==> config.mk <==
export PLATFORM = sky130hd
export DESIGN_NAME = pci_bus_reset_seq
export DESIGN_NICKNAME = d
export VERILOG_FILES = /design/src/rtl/pci_rst_seq_pkg.sv /design/src/rtl/pci_rst_seq_timer.sv /design/src/rtl/pci_rst_seq_fsm.sv /design/src/rtl/pci_rst_seq_outregs.sv /design/src/rtl/pci_bus_reset_seq.sv
export SDC_FILE = /design/constraint.sdc
export NUM_CORES = 1
export LEC_CHECK = 0
export ABC_AREA = 0
export ABC_CLOCK_PERIOD_IN_PS = 2500
export BUFFER_PORTS_ARGS = -buffer_cell sky130_fd_sc_hd__buf_2
export CAP_MARGIN = 5
export CORE_AREA = 5 5 63 51
export DETAILED_ROUTE_END_ITERATION = 10
export DIE_AREA = 0 0 68 56
export GPL_TIMING_DRIVEN = 0
export PLACE_DENSITY = 0.72
export SLEW_MARGIN = 20
export SYNTH_ARGS = -nofsm -noshare
export SYNTH_HDL_FRONTEND = slang
export SYNTH_SLANG_ARGS = --single-unit
==> constraint.sdc <==
create_clock -name clk -period 2.5 [get_ports clk]
set_input_delay 0.625 -clock clk [delete_from_list [all_inputs] [get_ports clk]]
set_output_delay 0.625 -clock clk [all_outputs]
set_load 0.005 [all_outputs]
==> src/rtl/pci_rst_seq_pkg.sv <==
package pci_rst_seq_pkg;

  typedef enum logic [2:0] {
    ST_IDLE = 3'd0,
    ST_HOLD = 3'd1,
    ST_CFG  = 3'd2,
    ST_EN   = 3'd3,
    ST_WAIT = 3'd4,
    ST_REL  = 3'd5
  } seq_state_e;

  // Microseconds to system clock cycles, never below one cycle.
  function automatic int unsigned us_to_cycles(input int unsigned khz,
                                               input int unsigned us);
    int unsigned c;
    c = (khz * us) / 1000;
    if (c < 1) c = 1;
    return c;
  endfunction

endpackage

==> src/rtl/pci_rst_seq_timer.sv <==
module pci_rst_seq_timer #(
  parameter int CNT_W = 8
) (
  input  logic             clk,
  input  logic             rst,
  input  logic             load,
  input  logic [CNT_W-1:0] load_val,
  output logic             expired
);

  logic [CNT_W-1:0] cnt_q;

  always_ff @(posedge clk) begin
    if (rst) begin
      cnt_q <= '0;
    end else if (load) begin
      cnt_q <= load_val;
    end else if (cnt_q != '0) begin
      cnt_q <= cnt_q - 1'b1;
    end
  end

  assign expired = (cnt_q == '0);

endmodule

==> src/rtl/pci_rst_seq_fsm.sv <==
module pci_rst_seq_fsm
  import pci_rst_seq_pkg::*;
#(
  parameter int CNT_W      = 8,
  parameter int HOLD_CYC   = 100,
  parameter int SETTLE_CYC = 10
) (
  input  logic             clk,
  input  logic             rst,
  input  logic             start_req,
  input  logic             expired,
  output seq_state_e       state_q,
  output seq_state_e       state_d,
  output logic             tmr_load,
  output logic [CNT_W-1:0] tmr_val
);

  localparam logic [CNT_W-1:0] HOLD_LD   = CNT_W'(HOLD_CYC - 1);
  localparam logic [CNT_W-1:0] SETTLE_LD = CNT_W'(SETTLE_CYC - 1);

  always_comb begin
    state_d  = state_q;
    tmr_load = 1'b0;
    tmr_val  = '0;
    if (start_req) begin
      state_d  = ST_HOLD;
      tmr_load = 1'b1;
      tmr_val  = HOLD_LD;
    end else begin
      unique case (state_q)
        ST_IDLE: state_d = ST_IDLE;
        ST_HOLD: if (expired) state_d = ST_CFG;
        ST_CFG:  state_d = ST_EN;
        ST_EN: begin
          state_d  = ST_WAIT;
          tmr_load = 1'b1;
          tmr_val  = SETTLE_LD;
        end
        ST_WAIT: if (expired) state_d = ST_REL;
        ST_REL:  state_d = ST_REL;
        default: state_d = ST_IDLE;
      endcase
    end
  end

  always_ff @(posedge clk) begin
    if (rst) state_q <= ST_IDLE;
    else     state_q <= state_d;
  end

endmodule

==> src/rtl/pci_rst_seq_outregs.sv <==
module pci_rst_seq_outregs
  import pci_rst_seq_pkg::*;
#(
  parameter int FSEL_W = 2
) (
  input  logic              clk,
  input  logic              rst,
  input  seq_state_e        state_d,
  input  logic [FSEL_W-1:0] freq_sel_in,
  output logic              pci_rst_n_o,
  output logic              clk_en_o,
  output logic [FSEL_W-1:0] freq_sel_o,
  output logic              done_o
);

  always_ff @(posedge clk) begin
    if (rst) begin
      pci_rst_n_o <= 1'b0;
      clk_en_o    <= 1'b0;
      freq_sel_o  <= '0;
      done_o      <= 1'b0;
    end else begin
      pci_rst_n_o <= (state_d == ST_REL);
      done_o      <= (state_d == ST_REL);
      clk_en_o    <= (state_d == ST_EN) || (state_d == ST_WAIT) ||
                     (state_d == ST_REL);
      if (state_d == ST_CFG) freq_sel_o <= freq_sel_in;
    end
  end

endmodule

==> src/rtl/pci_bus_reset_seq.sv <==
module pci_bus_reset_seq
  import pci_rst_seq_pkg::*;
#(
  parameter int CLK_FREQ_KHZ = 100_000,
  parameter int HOLD_US      = 1000,
  parameter int SETTLE_US    = 100,
  parameter int FSEL_W       = 2
) (
  input  logic              clk,
  input  logic              rst,
  input  logic              start_req,
  input  logic [FSEL_W-1:0] freq_sel_in,
  output logic              pci_rst_n_o,
  output logic              clk_en_o,
  output logic [FSEL_W-1:0] freq_sel_o,
  output logic              done_o
);

  localparam int HOLD_CYC   = int'(us_to_cycles(CLK_FREQ_KHZ, HOLD_US));
  localparam int SETTLE_CYC = int'(us_to_cycles(CLK_FREQ_KHZ, SETTLE_US));
  localparam int MAX_CYC    = (HOLD_CYC > SETTLE_CYC) ? HOLD_CYC : SETTLE_CYC;
  localparam int CNT_W      = $clog2(MAX_CYC + 1);

  seq_state_e       state_q, state_d;
  logic             tmr_load, expired;
  logic [CNT_W-1:0] tmr_val;

  pci_rst_seq_timer #(.CNT_W(CNT_W)) u_timer (
    .clk      (clk),
    .rst      (rst),
    .load     (tmr_load),
    .load_val (tmr_val),
    .expired  (expired)
  );

  pci_rst_seq_fsm #(
    .CNT_W      (CNT_W),
    .HOLD_CYC   (HOLD_CYC),
    .SETTLE_CYC (SETTLE_CYC)
  ) u_fsm (
    .clk       (clk),
    .rst       (rst),
    .start_req (start_req),
    .expired   (expired),
    .state_q   (state_q),
    .state_d   (state_d),
    .tmr_load  (tmr_load),
    .tmr_val   (tmr_val)
  );

  pci_rst_seq_outregs #(.FSEL_W(FSEL_W)) u_out (
    .clk         (clk),
    .rst         (rst),
    .state_d     (state_d),
    .freq_sel_in (freq_sel_in),
    .pci_rst_n_o (pci_rst_n_o),
    .clk_en_o    (clk_en_o),
    .freq_sel_o  (freq_sel_o),
    .done_o      (done_o)
  );

endmodule

==> impl_metrics.tcl, run 1 <==
set metrics [dict create \
    worstPathArrival_ps 2400 \
    status "finished clean" \
    ys_types 46 \
    numCtsBuffers 3 \
    netlist_area_sq_um 1330 \
    start_util 0.532 \
    wl_per_cell_um 15.6 \
    dp_hpwl_um 2350 \
    die_y_um 56 \
    synthTopCellsByArea "dfxtp_1, nand2b_1, mux2i_1, a21oi_1, a31oi_1" \
    placed_cell_area_sq_um 1420 \
    htreeDepth 1 \
    grt_pass1_vias 1119 \
    yosysTopAreaCell "dfxtp_1" \
    first_pass_iters 4 \
    grt_usage 0.178 \
    cp_top_family "simple AND/OR/NAND/NOR gates" \
    holdBufCountCts 0 \
    clk_latency_ps 310 \
    cts_sinks 24 \
    postSynth.asyncResetShare 0 \
    clk_path_buf_depth 2 \
    min_path_type "flip-flop to flip-flop" \
    maxSlewViolCount 0 \
    final.setup.tns_ps 0 \
    setup.worst_path.start_class "flip-flop" \
    ir_drop_mv 0.370 \
    power_uw 742 \
    fin_util 0.577 \
    power.switching_uw 224 \
    leakage_nw 0.512 \
    cts_resized 0 \
    drt-initial-drc-count 84 \
    swShare 0.302 \
    viasPerCell 6.14 \
    fin_crit_ps 2150 \
    cts-root-buf "clkbuf_4" \
    critical_path.slowest_cell "or4_1" \
    postRouteAntennaNets 0 \
    clock_skew_ps 1.04 \
    seq_area_frac_synth 0.361 \
    worst_pin_slew_ps 563 \
    max_stage_delay_ps 480 \
    postCtsSetupBuffers 0 \
    setup_viol 0 \
    comb_power_share 0.201 \
    critPathKind "flip-flop to flip-flop" \
    wirelength_um 3190 \
    stdcell_area_sq_um 1440 \
    synth_edf_count 0 \
    path_clk_slew_ps 120 \
    endpoint_kind "flip-flop" \
    power.share.clock 0.226 \
    fmax_ghz 0.465 \
    n_antenna_cell 0 \
    crit_chain "inv_1, ha_1, nor4b_2, a311o_2, or4_1, a21oi_1" \
    place.gp.congestion 0.867 \
    grt_pass1_wl_um 5260 \
    hold_viol_final 0 \
    rsz0062_at_grt "false" \
    power_frac_seq 0.573 \
    dieArea_sq_um 3810 \
    antenna_found_initial 0 \
    syn_to_final_growth_pct 8.46 \
    cts_tree "yes" \
    finish.net_count 177 \
    synth_ff_type "dfxtp_1" \
    row_count 16 \
    power.density_nw_per_um2 514 \
    path_max_fanout 9 \
    maxCapViolations 0 \
    gr-total-overflow 0 \
    post-route-period-util 0.860 \
    ys_ff_latch 24 \
    vias 1253 \
    postSynthAreaPerCell_sq_um 8.53 \
    die_w_um 68 \
    grt_max_degree 13 \
    p_int_uw 518 \
    core_sq_um 2500 \
    netlist_instances 156 \
    syn-num-nets 163 \
    slew_headroom 0.621 \
    critPathBufInv 1 \
    placement.io_buffers 9 \
    yosysWarningCount 0 \
    drive_gt1_frac 0.173 \
    ios 10 \
    yosysTopAreaCellShare 0.361 \
    drc 0 \
    cp.required_ps 2750 \
]
## tightest hold or removal path, cell delays in order (launching register included)
cell and delay (ps):
dfxtp_1 330, nand2b_1 60, mux2i_1 60
## state kept, by name (all words and copies together) (netlist names)
register,count
u_fsm.state_q,3
u_out.clk_en_o,1
u_out.freq_sel_o,2
u_out.pci_rst_n_o,1
u_timer.cnt_q,17
## metrics by stage
step | hold WS, ps | instances | setup WS, ps
floorplan | 460 | 156 | 578
global placement | 465 | 201 | 423
detailed placement | 472 | 201 | 372
CTS | 490 | 204 | 332
global route | 517 | 204 | 246
finish | 487 | 204 | 349
## cell families after synthesis
family                     after synthesis  share of synthesized area
adders and majority gates                2                     0.0188
muxes                                    5                     0.0376
xor gates and xnor gates                 1                    0.00658
AOI/OAI and AO/OA                       40                      0.204
and+or+nand+nor                         73                      0.336
buffers and inverters                   11                     0.0357
DFF                                     24                      0.361
## power groups by stage
stage / logic [mW] / registers [mW] / clock network, mW
6_report: 0.149 / 0.425 / 0.168
5_1_grt: 0.165 / 0.429 / 0.189
4_1_cts: 0.147 / 0.425 / 0.173
3_5_place_dp: 0.146 / 0.434 / 0
3_3_place_gp: 0.141 / 0.432 / 0
2_1_floorplan: 0.114 / 0.428 / 0
## cell usage in the layout (no fill, tap or decap), types with 2 or more instances in the layout
cell,count
inv_1,4
nand3_1,3
nor3b_1,3
o31ai_1,5
nand2_1,10
or2_2,3
buf_2,10
clkbuf_4,3
nand3b_1,2
mux2i_1,5
nor4_1,4
nor2_1,11
a31oi_1,7
nor3_1,5
o211ai_1,2
ha_1,2
nand2b_1,11
a211oi_1,5
a311oi_1,2
or3_1,3
dfxtp_1,24
o21ai_0,5
a21oi_1,9
clkbuf_1,4
or4_1,4
## synth_stat cells (2+ instances only)
| cell type | instances |
|---|---|
| dfxtp_1 | 24 |
| nand2b_1 | 11 |
| nor2_1 | 11 |
| nand2_1 | 10 |
| a21oi_1 | 9 |
| a31oi_1 | 7 |
| a211oi_1 | 5 |
| mux2i_1 | 5 |
| nor3_1 | 5 |
| o21ai_0 | 5 |
| o31ai_1 | 5 |
| clkbuf_1 | 4 |
| inv_1 | 4 |
| nor4_1 | 4 |
| or4_1 | 4 |
| nand3_1 | 3 |
| nor3b_1 | 3 |
| or2_2 | 3 |
| or3_1 | 3 |
| a311oi_1 | 2 |
| ha_1 | 2 |
| nand3b_1 | 2 |
| o211ai_1 | 2 |
## final timing paths
path         slack (ps)  depth (start not counted)                   to           startpoint
max                 350                          6    u_timer.cnt_q[12]     u_timer.cnt_q[0]
min                 490                          2  u_out.freq_sel_o[1]  u_out.freq_sel_o[1]
max reg2reg         350                          6    u_timer.cnt_q[12]     u_timer.cnt_q[0]
min reg2reg         490                          2  u_out.freq_sel_o[1]  u_out.freq_sel_o[1]
## layout make-up
cell class / instances / area [sq um]
Buffer: 7 / 32.5
Clock buffer: 3 / 22.5
Fill cell: 255 / 1060
Inverter: 4 / 15.0
Multi-Input combinational cell: 121 / 803
Sequential cell: 24 / 480
Tap cell: 36 / 45.0
Timing Repair Buffer: 9 / 45.0
## per-layer routing
layer  part of all wire  wire, um  global-route usage  up-vias
met3              0.061       196              0.0485        4
met1               0.46      1460               0.253      600
met5                  0         0                   0        -
li1                   -         -                   -      612
met4             0.0038        12              0.0170        0
met2               0.48      1520               0.275       37
(Power assumes the default switching activity.)
==> run 2, diff against run 1 <==
--- a/config.mk
+++ b/config.mk
@@ -9,11 +9,12 @@
 export ABC_CLOCK_PERIOD_IN_PS = 2500
 export BUFFER_PORTS_ARGS = -buffer_cell sky130_fd_sc_hd__buf_2
 export CAP_MARGIN = 5
-export CORE_AREA = 5 5 63 51
+export CORE_AREA = 5 5 56 58
 export DETAILED_ROUTE_END_ITERATION = 10
-export DIE_AREA = 0 0 68 56
+export DIE_AREA = 0 0 61 63
 export GPL_TIMING_DRIVEN = 0
-export PLACE_DENSITY = 0.72
+export HOLD_SLACK_MARGIN = 0.06
+export PLACE_DENSITY = 0.71
 export SLEW_MARGIN = 20
 export SYNTH_ARGS = -nofsm -noshare
 export SYNTH_HDL_FRONTEND = slang
==> run 2 against run 1 <==
  * Flip-flop and latch count unchanged
  * Routed wire length decreased by 2.3%
  * Fmax decreased by 2.0%
  * Sequential power about the same
  * Register-to-register slack got worse by 40 ps
  * Hold slack improved by 7.7 ps
  * Combinational power about the same
  * Clock power increased by 23%
  * Non-clock buffer count unchanged
  * Clock-buffer cell count increased by 1
==> impl_metrics.tcl, run 2 (synthesis results as in run 1) <==
set metrics [dict create \
    grt_pass1_vias 1157 \
    placedCellCount 196 \
    setup_viol 0 \
    ios 10 \
    r2r-end "u_timer.cnt_q[12]" \
    rsz0062_at_grt "false" \
    holdBufCountCts 0 \
    wl_met1_um 1410 \
    critPathKind "flip-flop to flip-flop" \
    final.setup.tns_ps 0 \
    top_register "u_timer.cnt_q" \
    top_regs "u_timer.cnt_q (17), u_fsm.state_q (3), u_out.freq_sel_o (2)" \
    reg2reg_depth 6 \
    gr-total-overflow 0 \
    max_stage_delay_ps 480 \
    place.gp.congestion 0.877 \
    met3_length_um 192 \
    postRouteAntennaNets 0 \
    start_util 0.509 \
    reg2reg_slack_ps 300 \
    first_pass_iters 4 \
    worstPathArrival_ps 2450 \
    htreeDepth 1 \
    cts-root-buf "clkbuf_4" \
    syn_to_final_growth_pct 9.02 \
    wirelength_um 3120 \
    power.density_nw_per_um2 538 \
    antenna_found_initial 0 \
    min-delay-start "u_out.freq_sel_o[1]" \
    cts_tree "yes" \
    critPathBufInv 1 \
    maxSlewViolCount 0 \
    highest_layer "met4" \
    crit_chain "inv_1, ha_1, nor4b_2, a311o_2, or4_1, a21oi_1" \
    ir_drop_mv 0.359 \
    hold_viol_final 0 \
    fin_crit_ps 2200 \
    clk_path_buf_depth 2 \
    clock_skew_ps 1.49 \
    min_path_type "flip-flop to flip-flop" \
    numCtsBuffers 3 \
    core_sq_um 2620 \
    grt_usage 0.183 \
    critical_path.slowest_cell "dfxtp_1" \
    setup.worst_path.start_class "flip-flop" \
    dp_worst_setup_slack_ps 371 \
    endpoint_kind "flip-flop" \
    final_common_cell "dfxtp_1" \
    slew_headroom 0.607 \
    placement.io_buffers 9 \
    viasPerCell 6.17 \
    finalNonFillerCells 200 \
    power_uw 781 \
    drive_gt1_frac 0.178 \
    n_antenna_cell 0 \
    worst_pin_slew_ps 585 \
    status "finished clean" \
    layout_common_cells "dfxtp_1, nor2_1, nand2b_1" \
    grt_pass1_wl_um 5490 \
    whs_path_depth 2 \
    postCtsSetupBuffers 0 \
    die_w_um 61 \
    row_count 19 \
    finish.net_count 177 \
    leakage_nw 0.519 \
    fin_hold_ws_ps 495 \
    cp.required_ps 2760 \
    wl_met2_um 1470 \
    drc 0 \
    cts_resized 0 \
    clk_latency_ps 320 \
    dieArea_sq_um 3840 \
    r2r_start "u_timer.cnt_q[0]" \
    cts_sinks 24 \
    dp_hpwl_um 2260 \
    hold_end "u_out.freq_sel_o[1]" \
    path_clk_slew_ps 130 \
    grt_max_degree 14 \
    setup_slack_ps 305 \
    largest_register_ffs 17 \
    path_max_fanout 9 \
    wl_per_cell_um 15.6 \
    maxCapViolations 0 \
    post-route-period-util 0.878 \
    cp_top_family "simple AND/OR/NAND/NOR gates" \
    vias 1233 \
    fmax_ghz 0.456 \
    drt-initial-drc-count 60 \
    die_y_um 63 \
]
[run 2: changes by cell type in the layout (fill, tap and decap cells not counted)]
cell / previous run / this run
clkbuf_8: 0 / 1
[run 2: layout make-up]
type	instances	area (sq um)
repair buffers	9	45.0
fillers	245	1160
clock buffers	4	36.3
plain buffers	7	32.5
multi-input cells	121	803
inverters	4	15.0
flip-flops and latches	24	480
well taps	31	38.8
[run 2: worst max-delay path by stage]
stage,cells after the start,from,endpoint,slack [ps]
3_3_place_gp,6,u_timer.cnt_q[0],u_timer.cnt_q[12],440
3_5_place_dp,6,u_timer.cnt_q[0],u_timer.cnt_q[12],370
4_1_cts,6,u_timer.cnt_q[0],u_timer.cnt_q[12],320
5_1_grt,6,u_timer.cnt_q[0],u_timer.cnt_q[12],190
6_report,6,u_timer.cnt_q[0],u_timer.cnt_q[12],300
2_1_floorplan,6,u_timer.cnt_q[0],u_timer.cnt_q[12],580
[run 2: layer usage]
| layer | global-route usage | vias up |
|---|---|---|
| li1 | - | 614 |
| met4 | 0.0732 | 0 |
| met1 | 0.252 | 574 |
| met5 | 0 | - |
| met2 | 0.286 | 40 |
| met3 | 0.0186 | 5 |
[run 2: where the power goes]
| group | switching [mW] | internal (mW) | total [mW] |
|---|---|---|---|
| clock network | 0.117 | 0.0891 | 0.206 |
| logic | 0.0894 | 0.0607 | 0.150 |
| registers | 0.0240 | 0.401 | 0.425 |
[run 2: through the flow]
| stage | util | cell area (sq um) |
|---|---|---|
| floorplan | - | 1330 |
| global placement | 0.541 | 1420 |
| detailed placement | 0.541 | 1420 |
| CTS | 0.555 | 1450 |
| global route | 0.555 | 1450 |
| finish | 0.555 | 1450 |
[run 2: tightest hold or removal path, stage by stage (launching register included)]
cell and delay [ps]:
dfxtp_1 330, nand2b_1 70, mux2i_1 60
==> run 3, diff against run 2 <==
--- a/config.mk
+++ b/config.mk
@@ -12,7 +12,6 @@
 export CORE_AREA = 5 5 56 58
 export DETAILED_ROUTE_END_ITERATION = 10
 export DIE_AREA = 0 0 61 63
-export GPL_TIMING_DRIVEN = 0
 export HOLD_SLACK_MARGIN = 0.06
 export PLACE_DENSITY = 0.71
 export SLEW_MARGIN = 20
==> run 3 against run 2 <==
  * Clock power is 40% higher
  * Largest cell class unchanged
  * Via count fell by 0.16%
  * Final cell count fell by 3.5%
  * Final area shrank 1.1%
  * Routed wire length decreased by 2.9%
  * Flip-flop and latch count stayed put
  * Non-clock buffer count down 7
  * Sequential share of layout area up 0.38 points
  * Clock-buffer cell count fell by 1
  * Sequential power about the same
  * First-iteration DRC count is 22% lower
==> impl_metrics.tcl, run 3 (synthesis results as in run 1) <==
set metrics [dict create \
    p_int_uw 621 \
    start_util 0.509 \
    placed_cell_area_sq_um 1380 \
    clock_skew_ps 9.63 \
    fin_crit_ps 2120 \
    maxCapViolations 0 \
    cts_tree "yes" \
    path_max_fanout 9 \
    power.switching_uw 236 \
    drt-initial-drc-count 47 \
    busiest_layer "met2" \
    largest_register_ffs 17 \
    nFillCells 257 \
    top_register "u_timer.cnt_q" \
    cp.required_ps 2760 \
    antenna_found_initial 0 \
    final.setup.tns_ps 0 \
    slew_headroom 0.615 \
    worst_pin_slew_ps 573 \
    stdcell_area_sq_um 1440 \
    post-route-period-util 0.849 \
    r2r_start "u_timer.cnt_q[0]" \
    postCtsSetupBuffers 0 \
    fin_util 0.549 \
    cts-root-buf "clkbuf_4" \
    setup.worst_path.start_class "flip-flop" \
    n_antenna_cell 0 \
    regArea_sq_um 480 \
    core_sq_um 2620 \
    swShare 0.276 \
    hold_viol_final 0 \
    postRouteAntennaNets 0 \
    die_y_um 63 \
    drc 0 \
    htreeDepth 1 \
    power_frac_seq 0.498 \
    holdBufCountCts 0 \
    grt_pass1_wl_um 5230 \
    numCtsBuffers 3 \
    path_clk_slew_ps 140 \
    final_common_cell "dfxtp_1" \
    setup_viol 0 \
    ir_drop_mv 0.372 \
    clk_latency_ps 330 \
    leakage_nw 0.506 \
    worstPathArrival_ps 2380 \
    status "finished clean" \
    crit_start "u_timer.cnt_q[0]" \
    placement.io_buffers 9 \
    dp_hpwl_um 2200 \
    fmax_ghz 0.471 \
    dieArea_sq_um 3840 \
    wirelength_um 3030 \
    setup_slack_ps 376 \
    grt_use_met1 0.239 \
    maxSlewViolCount 0 \
    critPathKind "flip-flop to flip-flop" \
    dp_worst_setup_slack_ps 425 \
    gr-usage-met3 0.0289 \
    layout_common_cells "dfxtp_1, nor2_1, nand2b_1" \
    comb_power_share 0.167 \
    min-delay-start "u_out.freq_sel_o[1]" \
    first_pass_iters 4 \
    vias 1231 \
    drive_gt1_frac 0.167 \
    min_path_type "flip-flop to flip-flop" \
    cts_sinks 24 \
    top_regs "u_timer.cnt_q (17), u_fsm.state_q (3), u_out.freq_sel_o (2)" \
    finish.net_count 170 \
    ios 10 \
    die_w_um 61 \
    syn_to_final_growth_pct 7.80 \
    gr-total-overflow 0 \
    endpoint_kind "flip-flop" \
    row_count 19 \
    place.gp.congestion 0.895 \
    wl_per_cell_um 15.7 \
    rsz0062_at_grt "false" \
    use_met2 0.267 \
    grt_pass1_vias 1087 \
    power.density_nw_per_um2 598 \
    cts_resized 0 \
    grt_usage 0.174 \
    power.share.clock 0.335 \
    multiInputGateArea_sq_um 803 \
    grt_max_degree 18 \
    viasPerCell 6.38 \
    clk_path_buf_depth 2 \
]
[run 3: power groups by stage]
stage	sequential (mW)	clock, mW	combinational [mW]
final	0.427	0.288	0.143
after global placement	0.433	0	0.137
after global routing	0.431	0.316	0.161
after CTS	0.426	0.291	0.142
after detailed placement	0.434	0	0.140
after floorplan	0.428	0	0.114
[run 3: layout make-up]
cell class	count	area share
multi-input cells	121	0.560
inverters	4	0.0105
flip-flops and latches	24	0.335
repair buffers	9	0.0314
clock buffers	3	0.0157
well taps	31	0.0270
clock inverters	1	0.0209
[run 3: worst max-delay path, stage by stage, from the launching register on]
cell and delay, ps:
dfxtp_1 450, inv_1 110, ha_1 230, nor4b_2 180, a311o_2 460, or4_1 480, a21oi_1 160
[run 3: path summary, 6_finish.rpt]
| kind | depth (start not counted) | slack, ps | endpoint |
|---|---|---|---|
| max | 6 | 380 | u_timer.cnt_q[12] |
| min | 2 | 490 | u_out.freq_sel_o[1] |
| max reg2reg | 6 | 380 | u_timer.cnt_q[12] |
| min reg2reg | 2 | 490 | u_out.freq_sel_o[1] |
[run 3: per-stage QoR]
stage,total power [mW],instances,hold WS [ps]
finish,0.858,193,493
global route,0.908,193,509
CTS,0.859,193,496
detailed placement,0.574,189,474
global placement,0.570,189,456
floorplan,0.541,156,460
[run 3: per-layer routing]
layer	vias up	wire, um
met5	-	0
met4	0	77
met3	13	170
met2	36	1410
met1	578	1370
li1	604	-
